File: config.mk
export PLATFORM = sky130hd
export DESIGN_NAME = qspi_ctl_status
export DESIGN_NICKNAME = d
export VERILOG_FILES = /design/src/rtl/qspi_ctl_pkg.sv /design/src/rtl/qspi_ctl_cmd.sv /design/src/rtl/qspi_evt_sticky.sv /design/src/rtl/qspi_irq_mask.sv /design/src/rtl/qspi_ctl_status.sv
export SDC_FILE = /design/constraint.sdc
export NUM_CORES = 1
export LEC_CHECK = 0
export BUFFER_PORTS_ARGS = -buffer_cell sky130_fd_sc_hd__buf_2
export CAP_MARGIN = 20
export CORE_ASPECT_RATIO = 0.9
export CORE_UTILIZATION = 39
export DETAILED_ROUTE_END_ITERATION = 7
export HOLD_SLACK_MARGIN = 0.05
export PLACE_DENSITY = 0.92
export REMOVE_ABC_BUFFERS = 1
export SETUP_SLACK_MARGIN = 0.02
export SLEW_MARGIN = 20
export SYNTH_ARGS = -nofsm -noshare
export SYNTH_HDL_FRONTEND = slang
export SYNTH_SLANG_ARGS = --single-unit
File: constraint.sdc
create_clock -name clk -period 1.4 [get_ports clk]
set_input_delay 0.21 -clock clk [delete_from_list [all_inputs] [get_ports clk]]
set_output_delay 0.21 -clock clk [all_outputs]
set_load 0.02 [all_outputs]
File: src/rtl/qspi_ctl_pkg.sv
package qspi_ctl_pkg;
   localparam int unsigned EVT_N = 7;
   // Status positions of the sticky flags; the driver decodes these.
   localparam int unsigned EVT_POS [EVT_N] = '{0, 1, 2, 3, 8, 9, 10};
   localparam int unsigned EV_CSR  = 4;
   localparam int unsigned EV_IEND = 6;
   localparam int unsigned STAT_EN_POS = 24;
   localparam int unsigned CMD_EN_POS  = 0;
   localparam int unsigned CMD_DIS_POS = 1;
   localparam int unsigned CMD_RST_POS = 7;
   localparam int unsigned CMD_REL_POS = 24;

   typedef struct packed {
      logic release_cs;
      logic soft_rst;
      logic dis;
      logic en;
   } ctl_cmd_t;
endpackage

File: src/rtl/qspi_ctl_cmd.sv
module qspi_ctl_cmd
   import qspi_ctl_pkg::*;
(
   input  logic     clk,
   input  logic     rst_n,
   input  logic     ctl_wr,
   input  ctl_cmd_t cmd,
   output logic     srst_now,
   output logic     enabled,
   output logic     release_pulse,
   output logic     srst_pulse
);
   assign srst_now = ctl_wr & cmd.soft_rst;

   always_ff @(posedge clk or negedge rst_n) begin
      if (!rst_n) begin
         enabled       <= 1'b0;
         release_pulse <= 1'b0;
         srst_pulse    <= 1'b0;
      end else begin
         release_pulse <= ctl_wr & cmd.release_cs;
         srst_pulse    <= srst_now;
         if (srst_now)
            enabled <= 1'b0;
         else if (ctl_wr && cmd.dis)
            enabled <= 1'b0;
         else if (ctl_wr && cmd.en)
            enabled <= 1'b1;
      end
   end
endmodule

File: src/rtl/qspi_evt_sticky.sv
module qspi_evt_sticky #(
   parameter int unsigned N = 7
) (
   input  logic         clk,
   input  logic         rst_n,
   input  logic         clr_all,
   input  logic         rd_clr,
   input  logic [N-1:0] ev,
   output logic [N-1:0] flags
);
   generate
      if (N < 1) begin : g_bad_n
         $error("qspi_evt_sticky: N must be at least 1");
      end
   endgenerate

   for (genvar i = 0; i < N; i++) begin : g_flag
      always_ff @(posedge clk or negedge rst_n) begin
         if (!rst_n)
            flags[i] <= 1'b0;
         else if (clr_all)
            flags[i] <= 1'b0;
         else
            flags[i] <= (flags[i] & ~rd_clr) | ev[i];
      end
   end
endmodule

File: src/rtl/qspi_irq_mask.sv
module qspi_irq_mask #(
   parameter int unsigned N = 7
) (
   input  logic         clk,
   input  logic         rst_n,
   input  logic         clr_all,
   input  logic         set_en,
   input  logic         clr_en,
   input  logic [N-1:0] bits,
   output logic [N-1:0] mask
);
   for (genvar i = 0; i < N; i++) begin : g_mbit
      always_ff @(posedge clk or negedge rst_n) begin
         if (!rst_n)
            mask[i] <= 1'b0;
         else if (clr_all)
            mask[i] <= 1'b0;
         else if (set_en && bits[i])
            mask[i] <= 1'b1;
         else if (clr_en && bits[i])
            mask[i] <= 1'b0;
      end
   end
endmodule

File: src/rtl/qspi_ctl_status.sv
module qspi_ctl_status
   import qspi_ctl_pkg::*;
#(
   parameter int unsigned DATA_W = 32,
   parameter int unsigned ADDR_W = 8,
   parameter logic [ADDR_W-1:0] OFS_CTRL = 'h00,
   parameter logic [ADDR_W-1:0] OFS_STAT = 'h10,
   parameter logic [ADDR_W-1:0] OFS_IEN  = 'h14,
   parameter logic [ADDR_W-1:0] OFS_IDIS = 'h18,
   parameter logic [ADDR_W-1:0] OFS_IMSK = 'h1C
) (
   input  logic              clk,
   input  logic              rst_n,
   input  logic              bus_sel,
   input  logic              bus_wr,
   input  logic [ADDR_W-1:0] bus_addr,
   input  logic [DATA_W-1:0] bus_wdata,
   output logic [DATA_W-1:0] bus_rdata,
   input  logic              ev_rx_full,
   input  logic              ev_tx_ready,
   input  logic              ev_tx_idle,
   input  logic              ev_overrun,
   input  logic              ev_cs_rise,
   input  logic              ev_cs_fall,
   input  logic              ev_instr_end,
   output logic              ctl_enabled,
   output logic              ctl_release_cs,
   output logic              ctl_soft_reset,
   output logic              irq,
   output logic              op_done
);
   localparam int unsigned TOP_BIT = (STAT_EN_POS > CMD_REL_POS) ? STAT_EN_POS : CMD_REL_POS;

   generate
      if (DATA_W <= TOP_BIT) begin : g_bad_width
         $error("qspi_ctl_status: DATA_W too narrow for the status layout");
      end
      if (ADDR_W < 5) begin : g_bad_addr
         $error("qspi_ctl_status: ADDR_W too narrow for the offsets");
      end
   endgenerate

   logic           wr_cyc, rd_cyc;
   logic           ctl_wr, stat_rd, ien_wr, idis_wr;
   ctl_cmd_t       cmd;
   logic           srst_now;
   logic [EVT_N-1:0] ev_vec, flags, mask, wbits;
   logic [DATA_W-1:0] stat_word, mask_word;
   logic           wdata_unused;

   assign wr_cyc  = bus_sel &  bus_wr;
   assign rd_cyc  = bus_sel & ~bus_wr;
   assign ctl_wr  = wr_cyc && (bus_addr == OFS_CTRL);
   assign ien_wr  = wr_cyc && (bus_addr == OFS_IEN);
   assign idis_wr = wr_cyc && (bus_addr == OFS_IDIS);
   assign stat_rd = rd_cyc && (bus_addr == OFS_STAT);
   assign wdata_unused = ^bus_wdata;

   assign cmd.en         = bus_wdata[CMD_EN_POS];
   assign cmd.dis        = bus_wdata[CMD_DIS_POS];
   assign cmd.soft_rst   = bus_wdata[CMD_RST_POS];
   assign cmd.release_cs = bus_wdata[CMD_REL_POS];

   assign ev_vec = {ev_instr_end, ev_cs_fall, ev_cs_rise, ev_overrun,
                    ev_tx_idle, ev_tx_ready, ev_rx_full};

   for (genvar i = 0; i < EVT_N; i++) begin : g_gather
      assign wbits[i] = bus_wdata[EVT_POS[i]];
   end

   qspi_ctl_cmd i_cmd (
      .clk           (clk),
      .rst_n         (rst_n),
      .ctl_wr        (ctl_wr),
      .cmd           (cmd),
      .srst_now      (srst_now),
      .enabled       (ctl_enabled),
      .release_pulse (ctl_release_cs),
      .srst_pulse    (ctl_soft_reset)
   );

   qspi_evt_sticky #(.N(EVT_N)) i_flags (
      .clk     (clk),
      .rst_n   (rst_n),
      .clr_all (srst_now),
      .rd_clr  (stat_rd),
      .ev      (ev_vec),
      .flags   (flags)
   );

   qspi_irq_mask #(.N(EVT_N)) i_mask (
      .clk     (clk),
      .rst_n   (rst_n),
      .clr_all (srst_now),
      .set_en  (ien_wr),
      .clr_en  (idis_wr),
      .bits    (wbits),
      .mask    (mask)
   );

   always_comb begin
      stat_word = '0;
      mask_word = '0;
      for (int i = 0; i < int'(EVT_N); i++) begin
         stat_word[EVT_POS[i]] = flags[i];
         mask_word[EVT_POS[i]] = mask[i];
      end
      stat_word[STAT_EN_POS] = ctl_enabled;
   end

   always_comb begin
      bus_rdata = '0;
      if (rd_cyc) begin
         if (bus_addr == OFS_STAT)
            bus_rdata = stat_word;
         else if (bus_addr == OFS_IMSK)
            bus_rdata = mask_word;
      end
   end

   assign irq     = |(flags & mask);
   assign op_done = flags[EV_IEND] & flags[EV_CSR];
endmodule

# After elaboration in Yosys (flattened, before gate mapping)
# Cells that the tools add are included.
# word_totals
register_bits,17
mem_bits_rw,0
romBits,0
in_bits,51
n_memories,0
latchBits,0
output_inout_bits,37
# classes
n_lt_le_gt_ge,0
muxes,34
eq_ne,4
n_div,0
multipliers,0
bitwise_logic,22
add_sub_neg,0
reduce_logical,30
shift,0
# ops
cell,n
two-way mux 25 bit,2
"equality test 8 x 5 -> 1 bit, second input constant",4
two-way mux 1 bit,31
nonzero test 3 bit,8
logical AND 1 bit,20
AND 1 bit,12
two-way mux 11 bit,1
logical NOT 8 bit,1
AND 7 bit,1
OR 1 bit,7
OR reduction 7 bit,1
NOT 1 bit,2

# Depth between registers and ports, before layout
# depth
ltp_word,7
mapped_depth,6
mapped_depth_nobuf,4

# Modules after synthesis
# Synthesis repeated with hierarchy kept, for this count alone.
# hier_totals
hier_cells,129
hier_area_um2,1224.9
# modules_own_cells
mod,cells_each,area_per_inst_um2,instances
qspi_ctl_status,68,545.5,1
qspi_irq_mask,25,294.0,1
qspi_evt_sticky,28,280.3,1
qspi_ctl_cmd,8,105.1,1

# Least setup slack after synthesis
# OpenSTA, ideal clock, no wires.
# synth_timing
path_kind,input-to-output
startpoint,input bus_addr[7]
endpoint,output bus_rdata[0]
required_time_ps,1190
slack_ps,-17
path_stages,4
arrival_ps,1207
path_cell_list,nor4_4 > nand2_1 > nor2_2 > a22o_1
# synth_via
elab_chain_cells,4
elab_cells_between_ends,5
classes_between,eq/ne (2); mux (3)
# synth_rtl
item,line,text
start: declaration,qspi_ctl_status.sv:16,"input logic [ADDR_W-1:0] bus_addr,"
equality test 8 x 5 -> 1 bit,qspi_ctl_status.sv:116,else if (bus_addr == OFS_IMSK)
two-way mux 11 bit,qspi_ctl_status.sv:116,
two-way mux 25 bit *,qspi_ctl_status.sv:114,if (bus_addr == OFS_STAT)
two-way mux 25 bit *,qspi_ctl_status.sv:113,if (rd_cyc) begin
end: declaration,qspi_ctl_status.sv:18,"output logic [DATA_W-1:0] bus_rdata,"
# Mark *: on every way between the ends. The rest lies on a longest branch, timed or not.

# Worst setup path after layout
# layout_timing
startpoint,register i_mask.mask[6]
endpoint,output irq
# layout_via
elab_chain_cells,2
# layout_rtl
item,line,text
start: declaration,qspi_irq_mask.sv:10,output logic [N-1:0] mask
start signal: indexed assignment,qspi_irq_mask.sv:15,mask[i] <= 1'b0;
start signal: indexed assignment,qspi_irq_mask.sv:17,mask[i] <= 1'b0;
start signal: indexed assignment,qspi_irq_mask.sv:19,mask[i] <= 1'b1;
AND 7 bit,qspi_ctl_status.sv:121,assign irq = |(flags & mask);
OR reduction 7 bit,qspi_ctl_status.sv:121,
end: declaration,qspi_ctl_status.sv:29,"output logic irq,"
# No other way between the ends.

==> qor.csv <==
metric;value;unit
Worst-Skew Late Latency;0.29;ns
unrepaired setup endpoints after global routing;true;
setup TNS;-0.796;ns
critical path class;reg2out;
Initial Util;0.431;
fin worst setup slack;-0.149;ns
vias in the first global route;896;
largest family of logic cells by synthesized area;simple AND/OR/NAND/NOR gates;
Pre-antenna DRT Iters;7;
final slew viol count;0;
clock sink count;17;
crit start category;flop;
Worst-path clk slew;0.10;ns
flop and latch count out of synthesis;17;
antenna violations before repair;0;
mux share of post-synthesis cell area;0;
CP max stage delay;0.39;ns
Max clock buf depth;2;
Worst R2R Path Depth;3;
Final Power;964;uW
CTS H-tree lvls;1;
failing checks;design-rule violations, negative setup slack;
Final Wtd Congestion;0.785;
Max FO, Critical Path;2;
Ys Warns;0;
DRT Wirelength;2630;um
routed length per instance;13.1;um
Post-Synth XOR/XNOR Area;0;
post-synthesis adder-cell area fraction;0;
Diodes inserted;0;
sequential element share of the synthesized area;0.387;
fillers;250;
status;complete, but fails checks;
Area Overhead vs Synth;30.6;%
mapped cell area;1100;um2
Post-synth EDFFs;0;
Tot GR Track Use;0.186;
layout cells sized above 1;0.393;
first-pass GRT wire length;4200;um
Max IR drop VDD;0.384;mV
Layout Nets;225;
initial DRC count;39;
Crit-path slowest cell;dfrtp_1;
row count;17;
Clock Tree Root;clkbuf_4;
Lkg Pwr;0.679;nW
Core ar.;2550;um2
largest net degree at the start of global routing;18;
Hold Crit Depth;3;
final period utilization;1.11;
worst path arrival time;1.34;ns
required time worst endpoint;1.19;ns
post-placement cell area;1280;um2
grt total ovfl;0;
routed vias/inst;4.96;
Synth Area per Inst;9.09;um2
Clock Skew;0;ns
via count;996;
f_max;645;MHz
Hold Path Class;in2reg;
DRC Markers;4;
die width;58.0;um
total CTS buffers;3;
post-route minimum period;1.55;ns
Post-Synth Simple-Gate Area;0.225;
power density over the cells;671;nW/um2
chip height;52.4;um
Detail Route Antenna Nets;0;
Post-DP HPWL;1980;um
asr flop ratio synth;1.00;
Final Hold Viols;0;
port bufs;40;
CP endpoint kind;output pin;
Setup Viol. Count Final;9;
DIE AREA;3040;um2
CP cell instances;a222oi_1, nand3_1, buf_4;
CTS tree;built;
ys flop type;dfrtp_1;
Synth Area in Compound Gates;0.185;
number of max-cap violations;0;
synth unique cells;29;
io pins;88;
Gate Count Post-Synth;121;
fin area;1440;um2
-- sequential cells by signal, summed over array words and instances, names as in the netlist --
signal / cells
i_cmd.srst_pulse: 1
i_cmd.release_pulse: 1
i_cmd.enabled: 1
i_mask.mask: 7
i_flags.flags: 7
-- where the power goes --
part	switching (mW)	internal [mW]	total, mW
clock	0.161	0.111	0.272
combinational	0.122	0.0672	0.189
sequential	0.00515	0.497	0.503
-- what timing repair did --
item	4_1_cts	5_1_grt
gates resized for setup	21	6
hold buffers	1	0
buffers inserted	3	0
hold endpoints to repair	17	0
pin swaps	11	4
setup endpoints to repair	9	10
-- worst paths after layout --
check	from	end	slack (ns)
setup / recovery	i_mask.mask[6]	irq	-0.15
hold / removal	ev_overrun	i_flags.flags[3]	0.11
setup reg to reg	i_flags.flags[6]	i_flags.flags[6]	0.57
hold reg to reg	i_cmd.enabled	i_cmd.enabled	0.54
max in group asynchronous	rst_n	i_mask.mask[0]	0.75
min in group asynchronous	rst_n	i_flags.flags[0]	0.35
-- stage by stage --
step,setup WS [ns],cells,hold WS (ns),util
6_report,-0.149,201,0.114,0.563
5_1_grt,-0.232,201,0.119,0.563
4_1_cts,-0.135,201,0.120,0.554
3_5_place_dp,-0.243,193,0.152,0.500
3_3_place_gp,-0.208,193,0.146,0.500
2_1_floorplan,-0.0165,115,-0.0856,-
-- synthesized netlist by cell type, types with 2 or more instances --
cell type	n	share of area
nor2_1	6	0.020
a21oi_1	15	0.068
nand2_1	9	0.031
a22o_1	7	0.056
nor2_2	3	0.017
dfrtp_1	17	0.39
and2_2	2	0.014
clkbuf_1	2	0.0068
o21ai_0	7	0.032
buf_4	24	0.16
a22oi_1	2	0.014
and2_1	2	0.011
nand3_1	9	0.041
-- final cells by class --
class,count,area (um2),share of cell area
Sequential cell,17,425,0.296
Tap cell,28,35.0,0.0244
Multi-Input combinational cell,98,571,0.397
Clock buffer,4,26.3,0.0183
Timing Repair Buffer,54,379,0.264
-- layout by cell type, fill, tap and decap left out, types with 2 or more instances in the layout --
cell type / Yosys / layout
clkbuf_4: 0 / 3
and2_4: 1 / 2
dfrtp_1: 17 / 17
nand2_1: 9 / 8
and2_2: 2 / 2
nand3_1: 9 / 9
a22oi_1: 2 / 2
o21ai_0: 7 / 7
buf_4: 24 / 14
a22o_1: 7 / 7
nor2_1: 6 / 6
buf_2: 0 / 28
buf_6: 1 / 11
a21oi_1: 15 / 15
nor2_2: 3 / 2
conb_1: 1 / 24
-- worst max-delay path: cells and delay by family, from the launching register on --
family,cells,cell delay [ns]
and+or+nand+nor,1,0.11
DFF,1,0.39
buffers and inverters,1,0.17
AOI/OAI and AO/OA,1,0.37
-- layer usage --
metal / up-vias / track usage / wire length [um]
li1: 485 / - / -
met1: 466 / 0.234 / 1140
met2: 43 / 0.314 / 1310
met3: 2 / 0.0519 / 177
met4: 0 / 0.0476 / 8
met5: - / 0 / 0
-- logic make-up (layout without fill, tap and decap cells) --
family / count (synthesis) / count (layout)
flip-flops: 17 / 17
AND/OR/NAND/NOR: 41 / 41
buffers and inverters: 29 / 58
AO/OA/AOI/OAI: 33 / 33
other: 1 / 24
Note: power is estimated with default switching activity, not from simulation.
